## src/rtl/sccb_pkg.sv

```systemverilog
package sccb_pkg;
    localparam int CNT_W  = 8;
    localparam int BYTE_W = 8;
    localparam int REG_W  = 4 * BYTE_W;
    localparam int BIT_W  = 4;
    localparam int CODE_W = 2;

    localparam logic [1:0] REG_TIMING = 2'd0;
    localparam logic [1:0] REG_FRAME  = 2'd1;
    localparam logic [1:0] REG_CTRL   = 2'd2;

    localparam int START_BIT    = 0;
    localparam int START_WE_BIT = 1;

    typedef enum logic [2:0] {
        ST_IDLE,
        ST_START,
        ST_LO,
        ST_HI,
        ST_STP_LO,
        ST_STP_HI,
        ST_STP_END
    } seq_state_e;

    typedef struct packed {
        logic [CNT_W-1:0]  lo_cnt;
        logic [CNT_W-1:0]  hi_cnt;
        logic [CODE_W-1:0] len_code;
        logic [BYTE_W-1:0] dev;
        logic [BYTE_W-1:0] addr;
        logic [BYTE_W-1:0] dat0;
        logic [BYTE_W-1:0] dat1;
    } cfg_t;
endpackage

```

## src/rtl/sccb_cfg_regs.sv

```systemverilog
module sccb_cfg_regs
    import sccb_pkg::*;
(
    input  logic             clk,
    input  logic             rst_n,
    input  logic             reg_we,
    input  logic [1:0]       reg_sel,
    input  logic [REG_W-1:0] reg_wdata,
    input  logic             done,
    output cfg_t             cfg,
    output logic             busy,
    output logic             launch
);
    typedef struct packed {
        cfg_t cfg;
        logic busy;
    } regs_t;

    regs_t r_d, r_q;

    always_comb begin
        r_d    = r_q;
        launch = 1'b0;
        if (reg_we) begin
            case (reg_sel)
                REG_TIMING: begin
                    r_d.cfg.lo_cnt   = reg_wdata[CNT_W-1:0];
                    r_d.cfg.hi_cnt   = reg_wdata[2*CNT_W-1:CNT_W];
                    r_d.cfg.len_code = reg_wdata[2*CNT_W+CODE_W-1:2*CNT_W];
                end
                REG_FRAME: begin
                    r_d.cfg.dev  = reg_wdata[BYTE_W-1:0];
                    r_d.cfg.addr = reg_wdata[2*BYTE_W-1:BYTE_W];
                    r_d.cfg.dat0 = reg_wdata[3*BYTE_W-1:2*BYTE_W];
                    r_d.cfg.dat1 = reg_wdata[4*BYTE_W-1:3*BYTE_W];
                end
                REG_CTRL: begin
                    if (reg_wdata[START_WE_BIT] && reg_wdata[START_BIT] && !r_q.busy) begin
                        r_d.busy = 1'b1;
                        launch   = 1'b1;
                    end
                end
                default: ;
            endcase
        end
        if (done) begin
            r_d.busy = 1'b0;
        end
    end

    always_ff @(posedge clk or negedge rst_n) begin
        if (!rst_n) begin
            r_q              <= '0;
            r_q.cfg.lo_cnt   <= '1;
            r_q.cfg.hi_cnt   <= '1;
        end else begin
            r_q <= r_d;
        end
    end

    assign cfg  = r_q.cfg;
    assign busy = r_q.busy;

    AST_BUSY_HOLD: assert property (@(posedge clk) disable iff (!rst_n)
        (r_q.busy && !done) |=> r_q.busy);

    AST_START_NEEDS_WE: assert property (@(posedge clk) disable iff (!rst_n)
        $rose(r_q.busy) |-> $past(reg_we && reg_sel == REG_CTRL
                                  && reg_wdata[START_WE_BIT] && reg_wdata[START_BIT]));
endmodule

```

## src/rtl/sccb_bit_timer.sv

```systemverilog
module sccb_bit_timer #(
    parameter int CNT_W = 8
) (
    input  logic             clk,
    input  logic             rst_n,
    input  logic             clr,
    input  logic [CNT_W-1:0] len,
    output logic             expire
);
    localparam logic [CNT_W-1:0] ONE = {{(CNT_W-1){1'b0}}, 1'b1};

    logic [CNT_W-1:0] cnt_d, cnt_q;
    logic [CNT_W-1:0] eff_len;

    always_comb begin
        eff_len = (len == '0) ? ONE : len;
        expire  = (cnt_q >= eff_len - ONE);
        if (clr) begin
            cnt_d = '0;
        end else if (expire) begin
            cnt_d = cnt_q;
        end else begin
            cnt_d = cnt_q + ONE;
        end
    end

    always_ff @(posedge clk or negedge rst_n) begin
        if (!rst_n) begin
            cnt_q <= '0;
        end else begin
            cnt_q <= cnt_d;
        end
    end
endmodule

```

## src/rtl/sccb_seq.sv

```systemverilog
module sccb_seq
    import sccb_pkg::*;
(
    input  logic              clk,
    input  logic              rst_n,
    input  logic              launch,
    input  cfg_t              cfg,
    input  logic              sda_in,
    input  logic              expire,
    output logic              tmr_clr,
    output logic [CNT_W-1:0]  tmr_len,
    output logic              scl_o,
    output logic              sda_o,
    output logic              done,
    output logic [BYTE_W-1:0] rd_data
);
    localparam logic [BIT_W-1:0] ACK_SLOT = BIT_W'(BYTE_W);

    typedef struct packed {
        seq_state_e        state;
        logic [1:0]        byte_idx;
        logic [1:0]        last_idx;
        logic [BIT_W-1:0]  bit_idx;
        logic [BYTE_W-1:0] sh;
        logic [BYTE_W-1:0] rx;
        logic [BYTE_W-1:0] rd;
        logic              is_read;
    } seq_t;

    seq_t s_d, s_q;
    logic rx_phase;

    function automatic logic [BYTE_W-1:0] pick_byte(input logic [1:0] idx, input cfg_t c);
        case (idx)
            2'd0:    return c.dev;
            2'd1:    return c.addr;
            2'd2:    return c.dat0;
            default: return c.dat1;
        endcase
    endfunction

    always_comb begin
        s_d      = s_q;
        done     = 1'b0;
        tmr_clr  = 1'b0;
        rx_phase = s_q.is_read && (s_q.byte_idx == 2'd1);
        tmr_len  = (s_q.state == ST_LO || s_q.state == ST_STP_LO) ? cfg.lo_cnt : cfg.hi_cnt;

        case (s_q.state)
            ST_IDLE: begin
                tmr_clr = 1'b1;
                if (launch) begin
                    s_d.state    = ST_START;
                    s_d.byte_idx = 2'd0;
                    s_d.bit_idx  = '0;
                    s_d.sh       = cfg.dev;
                    s_d.is_read  = !cfg.dev[0];
                    if (!cfg.dev[0]) begin
                        s_d.last_idx = 2'd1;
                    end else begin
                        case (cfg.len_code)
                            2'd0:    s_d.last_idx = 2'd1;
                            2'd1:    s_d.last_idx = 2'd2;
                            default: s_d.last_idx = 2'd3;
                        endcase
                    end
                end
            end
            ST_START: begin
                if (expire) begin
                    s_d.state = ST_LO;
                    tmr_clr   = 1'b1;
                end
            end
            ST_LO: begin
                if (expire) begin
                    s_d.state = ST_HI;
                    tmr_clr   = 1'b1;
                end
            end
            ST_HI: begin
                if (expire) begin
                    tmr_clr = 1'b1;
                    if (s_q.bit_idx != ACK_SLOT) begin
                        if (rx_phase) begin
                            s_d.rx = {s_q.rx[BYTE_W-2:0], sda_in};
                        end
                        s_d.bit_idx = s_q.bit_idx + 1'b1;
                        s_d.sh      = {s_q.sh[BYTE_W-2:0], 1'b0};
                        s_d.state   = ST_LO;
                    end else if (s_q.byte_idx == s_q.last_idx) begin
                        s_d.state = ST_STP_LO;
                    end else begin
                        s_d.byte_idx = s_q.byte_idx + 1'b1;
                        s_d.bit_idx  = '0;
                        s_d.sh       = pick_byte(s_q.byte_idx + 1'b1, cfg);
                        s_d.state    = ST_LO;
                    end
                end
            end
            ST_STP_LO: begin
                if (expire) begin
                    s_d.state = ST_STP_HI;
                    tmr_clr   = 1'b1;
                end
            end
            ST_STP_HI: begin
                if (expire) begin
                    s_d.state = ST_STP_END;
                    tmr_clr   = 1'b1;
                end
            end
            ST_STP_END: begin
                if (expire) begin
                    s_d.state = ST_IDLE;
                    tmr_clr   = 1'b1;
                    done      = 1'b1;
                    if (s_q.is_read) begin
                        s_d.rd = s_q.rx;
                    end
                end
            end
            default: s_d.state = ST_IDLE;
        endcase
    end

    always_comb begin
        scl_o = !(s_q.state == ST_LO || s_q.state == ST_STP_LO);
        case (s_q.state)
            ST_START, ST_STP_LO, ST_STP_HI: sda_o = 1'b0;
            ST_LO, ST_HI: begin
                if (s_q.bit_idx == ACK_SLOT || rx_phase) begin
                    sda_o = 1'b1;
                end else begin
                    sda_o = s_q.sh[BYTE_W-1];
                end
            end
            default: sda_o = 1'b1;
        endcase
    end

    always_ff @(posedge clk or negedge rst_n) begin
        if (!rst_n) begin
            s_q       <= '0;
            s_q.state <= ST_IDLE;
        end else begin
            s_q <= s_d;
        end
    end

    assign rd_data = s_q.rd;

    AST_SDA_ONLY_LOW: assert property (@(posedge clk) disable iff (!rst_n)
        (scl_o && $past(scl_o) && (sda_o != $past(sda_o))) |->
        ((s_q.state == ST_START && $past(s_q.state) == ST_IDLE) ||
         (s_q.state == ST_STP_END && $past(s_q.state) == ST_STP_HI)));

    AST_BYTE_BOUND: assert property (@(posedge clk) disable iff (!rst_n)
        (s_q.state != ST_IDLE) |-> (s_q.byte_idx <= s_q.last_idx));

    AST_ACK_RELEASED: assert property (@(posedge clk) disable iff (!rst_n)
        ((s_q.state == ST_LO || s_q.state == ST_HI) && s_q.bit_idx == ACK_SLOT) |-> sda_o);

    AST_RD_HOLD: assert property (@(posedge clk) disable iff (!rst_n)
        (s_q.state != ST_IDLE || $past(s_q.state) != ST_STP_END) |-> $stable(rd_data));
endmodule

```

## src/rtl/sccb_master.sv

```systemverilog
module sccb_master
    import sccb_pkg::*;
(
    input  logic              clk,
    input  logic              rst_n,
    input  logic              reg_we,
    input  logic [1:0]        reg_sel,
    input  logic [REG_W-1:0]  reg_wdata,
    input  logic              sda_in,
    output logic              scl_o,
    output logic              sda_o,
    output logic              busy,
    output logic [BYTE_W-1:0] rd_data
);
    cfg_t             cfg;
    logic             launch;
    logic             done;
    logic             expire;
    logic             tmr_clr;
    logic [CNT_W-1:0] tmr_len;

    sccb_cfg_regs u_regs (
        .clk       (clk),
        .rst_n     (rst_n),
        .reg_we    (reg_we),
        .reg_sel   (reg_sel),
        .reg_wdata (reg_wdata),
        .done      (done),
        .cfg       (cfg),
        .busy      (busy),
        .launch    (launch)
    );

    sccb_bit_timer #(.CNT_W(CNT_W)) u_timer (
        .clk    (clk),
        .rst_n  (rst_n),
        .clr    (tmr_clr),
        .len    (tmr_len),
        .expire (expire)
    );

    sccb_seq u_seq (
        .clk     (clk),
        .rst_n   (rst_n),
        .launch  (launch),
        .cfg     (cfg),
        .sda_in  (sda_in),
        .expire  (expire),
        .tmr_clr (tmr_clr),
        .tmr_len (tmr_len),
        .scl_o   (scl_o),
        .sda_o   (sda_o),
        .done    (done),
        .rd_data (rd_data)
    );

    AST_IDLE_LINES: assert property (@(posedge clk) disable iff (!rst_n)
        !busy |-> (scl_o && sda_o));
endmodule

```

## config.mk

```make
export PLATFORM = sky130hd
export DESIGN_NAME = sccb_master
export DESIGN_NICKNAME = d
export VERILOG_FILES = /design/src/rtl/sccb_pkg.sv /design/src/rtl/sccb_cfg_regs.sv /design/src/rtl/sccb_bit_timer.sv /design/src/rtl/sccb_seq.sv /design/src/rtl/sccb_master.sv
export SDC_FILE = /design/constraint.sdc
export NUM_CORES = 1
export LEC_CHECK = 0
export BUFFER_PORTS_ARGS = -buffer_cell sky130_fd_sc_hd__buf_2
export CORE_ASPECT_RATIO = 0.9
export CORE_MARGIN = 2
export CORE_UTILIZATION = 45
export DETAILED_ROUTE_END_ITERATION = 8
export PLACE_DENSITY_LB_ADDON = 0.2
export SKIP_LAST_GASP = 1
export SLEW_MARGIN = 20
export SYNTH_ARGS = -nofsm -noshare
export SYNTH_HDL_FRONTEND = slang
export SYNTH_SLANG_ARGS = --single-unit
```

## constraint.sdc

```tcl
create_clock -name clk -period 4.4 [get_ports clk]
set_clock_uncertainty 0.15 [all_clocks]
set_input_delay 0.22 -clock clk [delete_from_list [all_inputs] [get_ports clk]]
set_output_delay 0.22 -clock clk [all_outputs]
set_load 0.005 [all_outputs]
```

==> results of run 1 <==
-- through the flow --
step | util, % | hold WS (ps)
after global placement | 49.1 | 168
after floorplan | - | -226
final | 54.9 | 11.8
after detailed placement | 49.1 | 168
after global routing | 54.9 | 1.91
after CTS | 54.7 | 4.95
-- logic make-up after synthesis --
family / count (synthesis)
adder cells (fa/ha/maj): 16
AND/OR/NAND/NOR: 97
XOR/XNOR: 10
flip-flops: 95
multiplexers: 90
buffers and inverters: 38
AO/OA/AOI/OAI: 84
-- placed cells by master (no fill, tap or decap), types with 4 or more instances in the layout --
cell	netlist	routed
dfrtp_1	79	79
a222oi_1	8	8
nand2_1	34	34
nand3_1	9	9
a22oi_1	7	7
nor3_1	6	6
ha_1	16	16
buf_2	2	47
dfstp_2	16	16
a31oi_1	4	4
buf_4	10	10
xnor2_1	7	7
nor2_1	13	13
nand2b_1	4	4
o21ai_0	23	23
mux2i_1	14	14
a21oi_1	10	10
dlygate4sd3_1	0	31
clkbuf_16	0	9
mux2_2	76	76
o31ai_1	10	10
inv_1	9	9
or3_1	8	8
-- power by group through the flow --
stage | sequential [W] | combinational (W) | clock (W)
finish | 0.00126 | 0.00102 | 0.000780
global route | 0.00129 | 0.00113 | 0.000832
global placement | 0.00127 | 0.000956 | 0
detailed placement | 0.00127 | 0.000980 | 0
floorplan | 0.00121 | 0.000764 | 0
CTS | 0.00126 | 0.00101 | 0.000797
-- layer usage --
| metal | track usage, % | wire length, um | vias up |
|---|---|---|---|
| met4 | 6.11 | 210 | 0 |
| met1 | 27.5 | 5450 | 1800 |
| met5 | 0 | 0 | - |
| met2 | 31.4 | 5210 | 75 |
| met3 | 3.04 | 325 | 16 |
| li1 | - | - | 1732 |
-- worst max path at each step --
stage | start | endpoint | slack [ps] | cells after the start
3_3_place_gp | u_seq.s_q[34] | u_seq.rd_data[5] | 310 | 15
6_report | u_seq.s_q[35] | u_seq.s_q[11] | 330 | 16
4_1_cts | u_seq.s_q[35] | u_seq.rd_data[2] | 140 | 15
3_5_place_dp | u_seq.s_q[35] | u_seq.rd_data[2] | 140 | 15
5_1_grt | u_seq.s_q[35] | u_seq.s_q[23] | 50 | 16
2_1_floorplan | u_seq.s_q[35] | u_seq.s_q[17] | 670 | 12
-- area by class of cell --
type	count	area share [%]
clock buffers	10	4.03
repair buffers	88	10.5
clock inverters	6	1.01
flip-flops and latches	95	40.4
inverters	11	0.696
multi-input cells	297	40.6
well taps	133	2.80
-- Yosys cell counts, types with 4 or more instances --
cell type and n:
mux2_2 76, ha_1 16, o21ai_0 23, o31ai_1 10, o21ai_1 4, or3_1 8, dfstp_2 16, a22oi_1 7
mux2i_1 14, nand2_1 34, nor2_1 13, clkbuf_1 11, nand3_1 9, a31oi_1 4, buf_4 10, a21oi_1 10
inv_1 9, nand2b_1 4, dfrtp_1 79, xnor2_1 7, a222oi_1 8, nor3_1 6
-- state kept, by name, indices dropped and copies added (netlist names) --
register and count:
u_regs.busy 1, u_regs.cfg 50, u_seq.rd_data 8, u_seq.s_q 28, u_timer.cnt_q 8
-- critical path, delay by kind of cell (launching register included) --
family	cells	cell delay [ps]
multiplexers	3	750
buffers and inverters	1	230
AND/OR/NAND/NOR	5	1010
flip-flops	1	390
XOR/XNOR	2	320
adder cells (fa/ha/maj)	2	520
AO/OA/AOI/OAI	3	570
-- what timing repair did --
item / CTS / global route
buffers inserted: 0 / 1
setup endpoints to repair: 0 / 31
hold buffers: 31 / 0
resized for setup: 0 / 4
hold endpoints to repair: 94 / 0
==> summary.txt, run 1 <==
OUTCOME
--------------------------------------------------------------------------------------
Result of the run ....................................................... complete, no violations

LOGIC SYNTHESIS
--------------------------------------------------------------------------------------
Mux contribution to synthesized area ....................................        20.0%
Cells taking the most area after synthesis .............................. dfrtp_1, mux2_2, dfstp_2
Proportion of netlist area held by the largest area contributor .........        39.7%
Warnings from Yosys .....................................................            0
EDFF count, synth .......................................................            0
Main combinational cell family by area after synthesis .................. multiplexers
Post-synthesis instance total ...........................................          430
Library cell occupying the most area in the post-synthesis netlist ......      dfrtp_1
Register bit count reported by yosys ....................................           95
Synth Cell Area .........................................................    4980 um^2
Post-synthesis cell type count ..........................................           57
Mean post-synth cell area ...............................................    11.6 um^2
Area fraction in compound gates after synthesis .........................        11.7%
FFs w/ async S/R, synth .................................................         100%
Post-synthesis share of cell area spent on and, or, nand and nor gates ..        10.5%
Primary FF master, synth ................................................      dfrtp_1
Post-synthesis net count ................................................          484
XOR/XNOR Fraction of Synth Area .........................................        1.76%
Sequential cell area fraction in the yosys report .......................        48.2%
Area share of fa/ha/maj cells after synthesis ...........................        4.02%

GLOBAL ROUTING
--------------------------------------------------------------------------------------
Number of antenna violations at the first check in global routing .......            0
Grt ovf .................................................................            0
Pin count of the biggest net entering global routing ....................           55
First-pass GRT wire length ..............................................      18.5 mm
Total global-route track usage ..........................................        19.6%
Via count of the first global-routing pass ..............................        3,652

CRITICAL PATH
--------------------------------------------------------------------------------------
Critical Path RT ........................................................      4470 ps
Reg-to-reg critical path startpoint ..................................... u_seq.s_q[35]
CP Launch Type ..........................................................     register
Register-to-register path setup slack ...................................       330 ps
Worst endpoint data arrival time ........................................      4140 ps
Largest stage delay on the critical path ................................       430 ps
Number of cells on the worst reg-to-reg path ............................           16
Type of the worst setup path ............................................ register to register
Critical path cell sequence ............................................. xnor2_1 > or4_1 > a22oi_1 > a21oi_1 > mux2_2 > ha_1 > nand4b_1 > xnor2_1 > mux2i_1 > ha_1 > nand2_1 > nor2_2 > a31oi_2 > nor4_4 > buf_4 > mux2_2
Highest fanout seen on the critical path ................................            8
Critical-path cell with the highest stage delay .........................        or4_1
Critical Path End Type ..................................................     register
Worst reg2reg endpoint .................................................. u_seq.s_q[11]

POWER
--------------------------------------------------------------------------------------
Power density over the cells ............................................  516 nW/um^2
Clock network power share ...............................................        25.5%
Pleak ...................................................................      2.63 nW
Internal power consumption ..............................................    0.00196 W
Power share of the sequential group .....................................        41.3%
Power Total .............................................................    0.00306 W
Net switching fraction of the power .....................................        36.0%
Largest voltage drop on the vdd net .....................................   0.000215 V
Part of the power in combinational logic ................................        33.2%
Net switching power of the design .......................................    0.00110 W

CLOCK NETWORK
--------------------------------------------------------------------------------------
Number of buffers inserted during clock tree synthesis ..................            9
Library cell used as clock root buffer ..................................    clkbuf_16
TritonCTS clock tree ....................................................         done
Worst-Skew Late Latency .................................................       340 ps
Buffers from clock root to sink, at most ................................            2
Clock sink count ........................................................           95
Clock slew at the register clock pins of the worst setup and hold paths .        70 ps
H-tree levels ...........................................................            3

PLACEMENT
--------------------------------------------------------------------------------------
Last weighted congestion value of the routability-driven placer .........        0.861
Placed Instances ........................................................          592
Instance area at placement ..............................................    5300 um^2
Port Buffer Count .......................................................           48
Setup WS pre-CTS ........................................................       142 ps
Detail Placement HPWL ...................................................      8.00 mm

DETAILED ROUTING
--------------------------------------------------------------------------------------
Count of routing violations after the opening detailed-route iteration ..          146
Antenna Nets Post-Route .................................................            0
Final wirelength ........................................................      11.2 mm
Per-cell routed wire length .............................................      17.5 um
Count of unresolved DRC violations after routing ........................            0
Detailed-routing iteration count for the pre-antenna-repair pass ........            5
Detailed-route via count ................................................        3,623
Routed vias/inst ........................................................         5.66

STA
--------------------------------------------------------------------------------------
Worst setup margin ......................................................       327 ps
Slew @ Worst Pin ........................................................       806 ps
Fin crit share ..........................................................        92.6%
Highest clock frequency the design can meet .............................    0.245 GHz
Pins over their slew limit ..............................................            0
Max-Slew Margin vs Limit ................................................        45.8%
Total count of hold-check failures in the final report ..................            0
Fin crit period .........................................................      4070 ps
Setup violation total in the final timing report ........................            0
Setup repair after global routing missed its margin .....................        false
TNS Setup ...............................................................         0 ps

DIE
--------------------------------------------------------------------------------------
Placeable core region ...................................................  10,800 um^2
Site row count ..........................................................           36
Height of the die .......................................................       104 um
Initial core utilization ................................................        46.1%
Floorplan die width .....................................................       115 um
Top Ports ...............................................................           49
Floorplan die area ......................................................  11,900 um^2

FINISH
--------------------------------------------------------------------------------------
Footprint of the multi-input gates ......................................    2410 um^2
Fill cell instance count of the final layout ............................          915
Fraction of final layout cells with drive strength greater than 1 .......        35.7%
Final Net Count .........................................................          556
Finished Layout Cells ...................................................          640
Diodes inserted .........................................................            0
Area used by sequential logic in the layout .............................    2400 um^2
Signed area change from the synthesized netlist to the final layout .....        19.2%
Final Instance Area .....................................................    5930 um^2

WORST HOLD PATH
--------------------------------------------------------------------------------------
Hold WC Path Type ....................................................... primary input to register
Hold Path Cell Cnt ......................................................            2
Endpoint of the worst hold path ......................................... u_regs.cfg[41]
Start point of the worst min-delay path ................................. reg_wdata[15]

FLOW RUN
--------------------------------------------------------------------------------------
Total of max-cap violations .............................................            0

No activity file was read; power rests on OpenSTA's default activity.
==> run 2, diff against run 1 <==
--- a/config.mk
+++ b/config.mk
@@ -11,6 +11,7 @@
 export CORE_UTILIZATION = 45
 export DETAILED_ROUTE_END_ITERATION = 8
 export PLACE_DENSITY_LB_ADDON = 0.2
+export RECOVER_POWER = 100
 export SKIP_LAST_GASP = 1
 export SLEW_MARGIN = 20
 export SYNTH_ARGS = -nofsm -noshare
==> constraint.sdc (replaced) <==
create_clock -name clk -period 4.4 [get_ports clk]
set_clock_uncertainty 0.15 [all_clocks]
set_input_delay 0.44 -clock clk [delete_from_list [all_inputs] [get_ports clk]]
set_output_delay 0.44 -clock clk [all_outputs]
set_load 0.005 [all_outputs]
==> summary.txt, run 2 (same netlist as run 1, synthesis figures left out) <==
OUTCOME
--------------------------------------------------------------------------------------
Result of the run ....................................................... finished, violations left
Violated checks ......................................................... capacitance limit, slew limit

PLACEMENT
--------------------------------------------------------------------------------------
Instance area at placement ..............................................    5300 um^2   unchanged
Detail Placement HPWL ...................................................      7.85 mm   -1.9%
Port Buffer Count .......................................................           48   unchanged
Last weighted congestion value of the routability-driven placer .........        0.833   -3.3%
Setup WS pre-CTS ........................................................       124 ps   -18.1 ps

CLOCK NETWORK
--------------------------------------------------------------------------------------
H-tree levels ...........................................................            3   unchanged
Number of buffers inserted during clock tree synthesis ..................            9   unchanged
Buffers from clock root to sink, at most ................................            2   unchanged
Clock slew at the register clock pins of the worst setup and hold paths .        70 ps   about the same
Library cell used as clock root buffer ..................................    clkbuf_16
Worst-Skew Late Latency .................................................       350 ps   about the same
Clock sink count ........................................................           95   unchanged
TritonCTS clock tree ....................................................         done

POWER
--------------------------------------------------------------------------------------
Largest voltage drop on the vdd net .....................................   0.000327 V   +52%
Power density over the cells ............................................  546 nW/um^2   +5.8%
Power share of the sequential group .....................................        41.4%   about the same
Clock network power share ...............................................        26.2%   +0.7 points
Net switching fraction of the power .....................................        35.0%   -0.96 points
Net switching power of the design .......................................    0.00107 W   -2.8%
Internal power consumption ..............................................    0.00199 W   +1.4%
Part of the power in combinational logic ................................        32.4%   -0.8 points
Pleak ...................................................................      2.47 nW   -6.1%

STA
--------------------------------------------------------------------------------------
Slew @ Worst Pin ........................................................      3430 ps   +2630 ps
TNS Setup ...............................................................         0 ps   unchanged
Worst setup margin ......................................................       312 ps   -14.6 ps
Fin crit period .........................................................      4090 ps   +14.6 ps
Setup repair after global routing missed its margin .....................        false
Fin crit share ..........................................................        92.9%   +0.33 points
Max-Slew Margin vs Limit ................................................        -129%   -170 points
Total count of hold-check failures in the final report ..................            0   unchanged
Pins over their slew limit ..............................................           99   +99
Setup violation total in the final timing report ........................            0   unchanged
Highest clock frequency the design can meet .............................    0.245 GHz   -0.36%

FINISH
--------------------------------------------------------------------------------------
Register containing the most flip-flops in the final layout .............   u_regs.cfg
Largest registers ....................................................... u_regs.cfg (50), u_seq.s_q (28)
Util after Layout .......................................................        51.9%   -3.0 points
Final Instance Area .....................................................    5610 um^2   -5.5%
Final Net Count .........................................................          525   -5.6%
Number of flip-flops under the largest register name ....................           50   unchanged
Signed area change from the synthesized netlist to the final layout .....        12.6%
Diodes inserted .........................................................            0   unchanged
Most frequent cells in the layout ....................................... dfrtp_1, mux2_2, buf_2, nand2_1, o21ai_0
Most frequent standard cell in the layout excluding fill and tap cells ..      dfrtp_1
Fraction of final layout cells with drive strength greater than 1 .......        35.5%   -0.20 points

CRITICAL PATH
--------------------------------------------------------------------------------------
CP Launch Type ..........................................................     register
Type of the worst setup path ............................................ register to register
Critical Path End Type ..................................................     register
Number of cells on the worst reg-to-reg path ............................           16   unchanged
Critical-path cell with the highest stage delay .........................        or4_1
Highest fanout seen on the critical path ................................            8   unchanged
Stages on the worst setup path ..........................................           16   unchanged
Critical Path RT ........................................................      4480 ps   about the same
Critical path cell sequence ............................................. xnor2_1 > or4_1 > a22oi_1 > a21oi_1 > mux2_2 > ha_1 > nand4b_1 > xnor2_1 > mux2i_1 > ha_1 > nand2_1 > nor2_2 > a31oi_2 > nor4_4 > clkbuf_4 > mux2_2
CP bufs+invs ............................................................            1   unchanged
Largest stage delay on the critical path ................................       420 ps   about the same
Worst endpoint data arrival time ........................................      4170 ps   +30 ps
Kind of cell with the highest combined delay on the critical path ....... simple AND/OR/NAND/NOR gates

GLOBAL ROUTING
--------------------------------------------------------------------------------------
Pin count of the biggest net entering global routing ....................           66   +20%
Number of antenna violations at the first check in global routing .......            0   unchanged
Total global-route track usage ..........................................        18.7%   -0.94 points
Grt ovf .................................................................            0   unchanged
Via count of the first global-routing pass ..............................        3,421   -6.3%
First-pass GRT wire length ..............................................      17.5 mm   -5.6%

DETAILED ROUTING
--------------------------------------------------------------------------------------
Per-cell routed wire length .............................................      17.5 um   -0.18%
Detailed-route via count ................................................        3,476   -4.1%
Count of unresolved DRC violations after routing ........................            0   unchanged
Count of routing violations after the opening detailed-route iteration ..          148   +1.4%
Routed vias/inst ........................................................         5.71   +0.83%
Antenna Nets Post-Route .................................................            0   unchanged
Detailed-routing iteration count for the pre-antenna-repair pass ........            6   +1
Final wirelength ........................................................      10.6 mm   -5.0%

FLOW RUN
--------------------------------------------------------------------------------------
Total of max-cap violations .............................................            2   +2

DIE
--------------------------------------------------------------------------------------
Top Ports ...............................................................           49   unchanged
Floorplan die width .....................................................       115 um   unchanged
Floorplan die area ......................................................  11,900 um^2   unchanged
Initial core utilization ................................................        46.1%   unchanged
Placeable core region ...................................................  10,800 um^2   unchanged
Height of the die .......................................................       104 um   unchanged
Site row count ..........................................................           36   unchanged

WORST HOLD PATH
--------------------------------------------------------------------------------------
Hold WC Path Type ....................................................... primary input to register
Hold Path Cell Cnt ......................................................            2   unchanged

[run 2: final cells by class]
cell class | count | area [um^2]
fill | 980 | 5200
multi-input combinational | 297 | 2400
sequential | 95 | 2400
timing repair buffer | 57 | 289
clock buffer | 11 | 243
tap | 133 | 166
clock inverter | 5 | 63.8
inverter | 11 | 41.3
[run 2: final timing paths]
kind | startpoint | end | slack (ps)
hold reg to reg | u_seq.rd_data[3] | u_seq.rd_data[3] | 350
setup reg to reg | u_seq.s_q[34] | u_seq.s_q[11] | 310
hold / removal | reg_wdata[29] | u_regs.cfg[5] | 170
max in group asynchronous | rst_n | u_regs.cfg[11] | 780
setup / recovery | u_seq.s_q[34] | u_seq.s_q[11] | 310
min in group asynchronous | rst_n | u_seq.s_q[31] | 1100
[run 2: routing by layer]
metal	part of all wire (%)	track usage [%]
met4	0.78	4.48
met2	47	28.7
met1	49	26.2
met3	3.8	5.44
met5	0	0
[run 2: power by group through the flow]
stage | sequential (W) | combinational, W | clock [W]
2_1_floorplan | 0.00121 | 0.000764 | 0
4_1_cts | 0.00126 | 0.000992 | 0.000825
3_3_place_gp | 0.00127 | 0.000955 | 0
6_report | 0.00127 | 0.000990 | 0.000803
3_5_place_dp | 0.00128 | 0.000989 | 0
5_1_grt | 0.00129 | 0.00111 | 0.000857
[run 2: repair_timing]
action	CTS	global route
resized for setup	0	4
setup buffers	0	1
hold endpoints to repair	0	0
endpoints found under the setup margin	0	34
hold buffers	0	0
[run 2: metrics by stage]
stage	power [W]	hold WS, ps	cells
after CTS	0.00308	67.5	608
after floorplan	0.00197	-5.59	430
after global routing	0.00326	161	609
after global placement	0.00223	334	592
after detailed placement	0.00226	340	592
final	0.00306	172	609
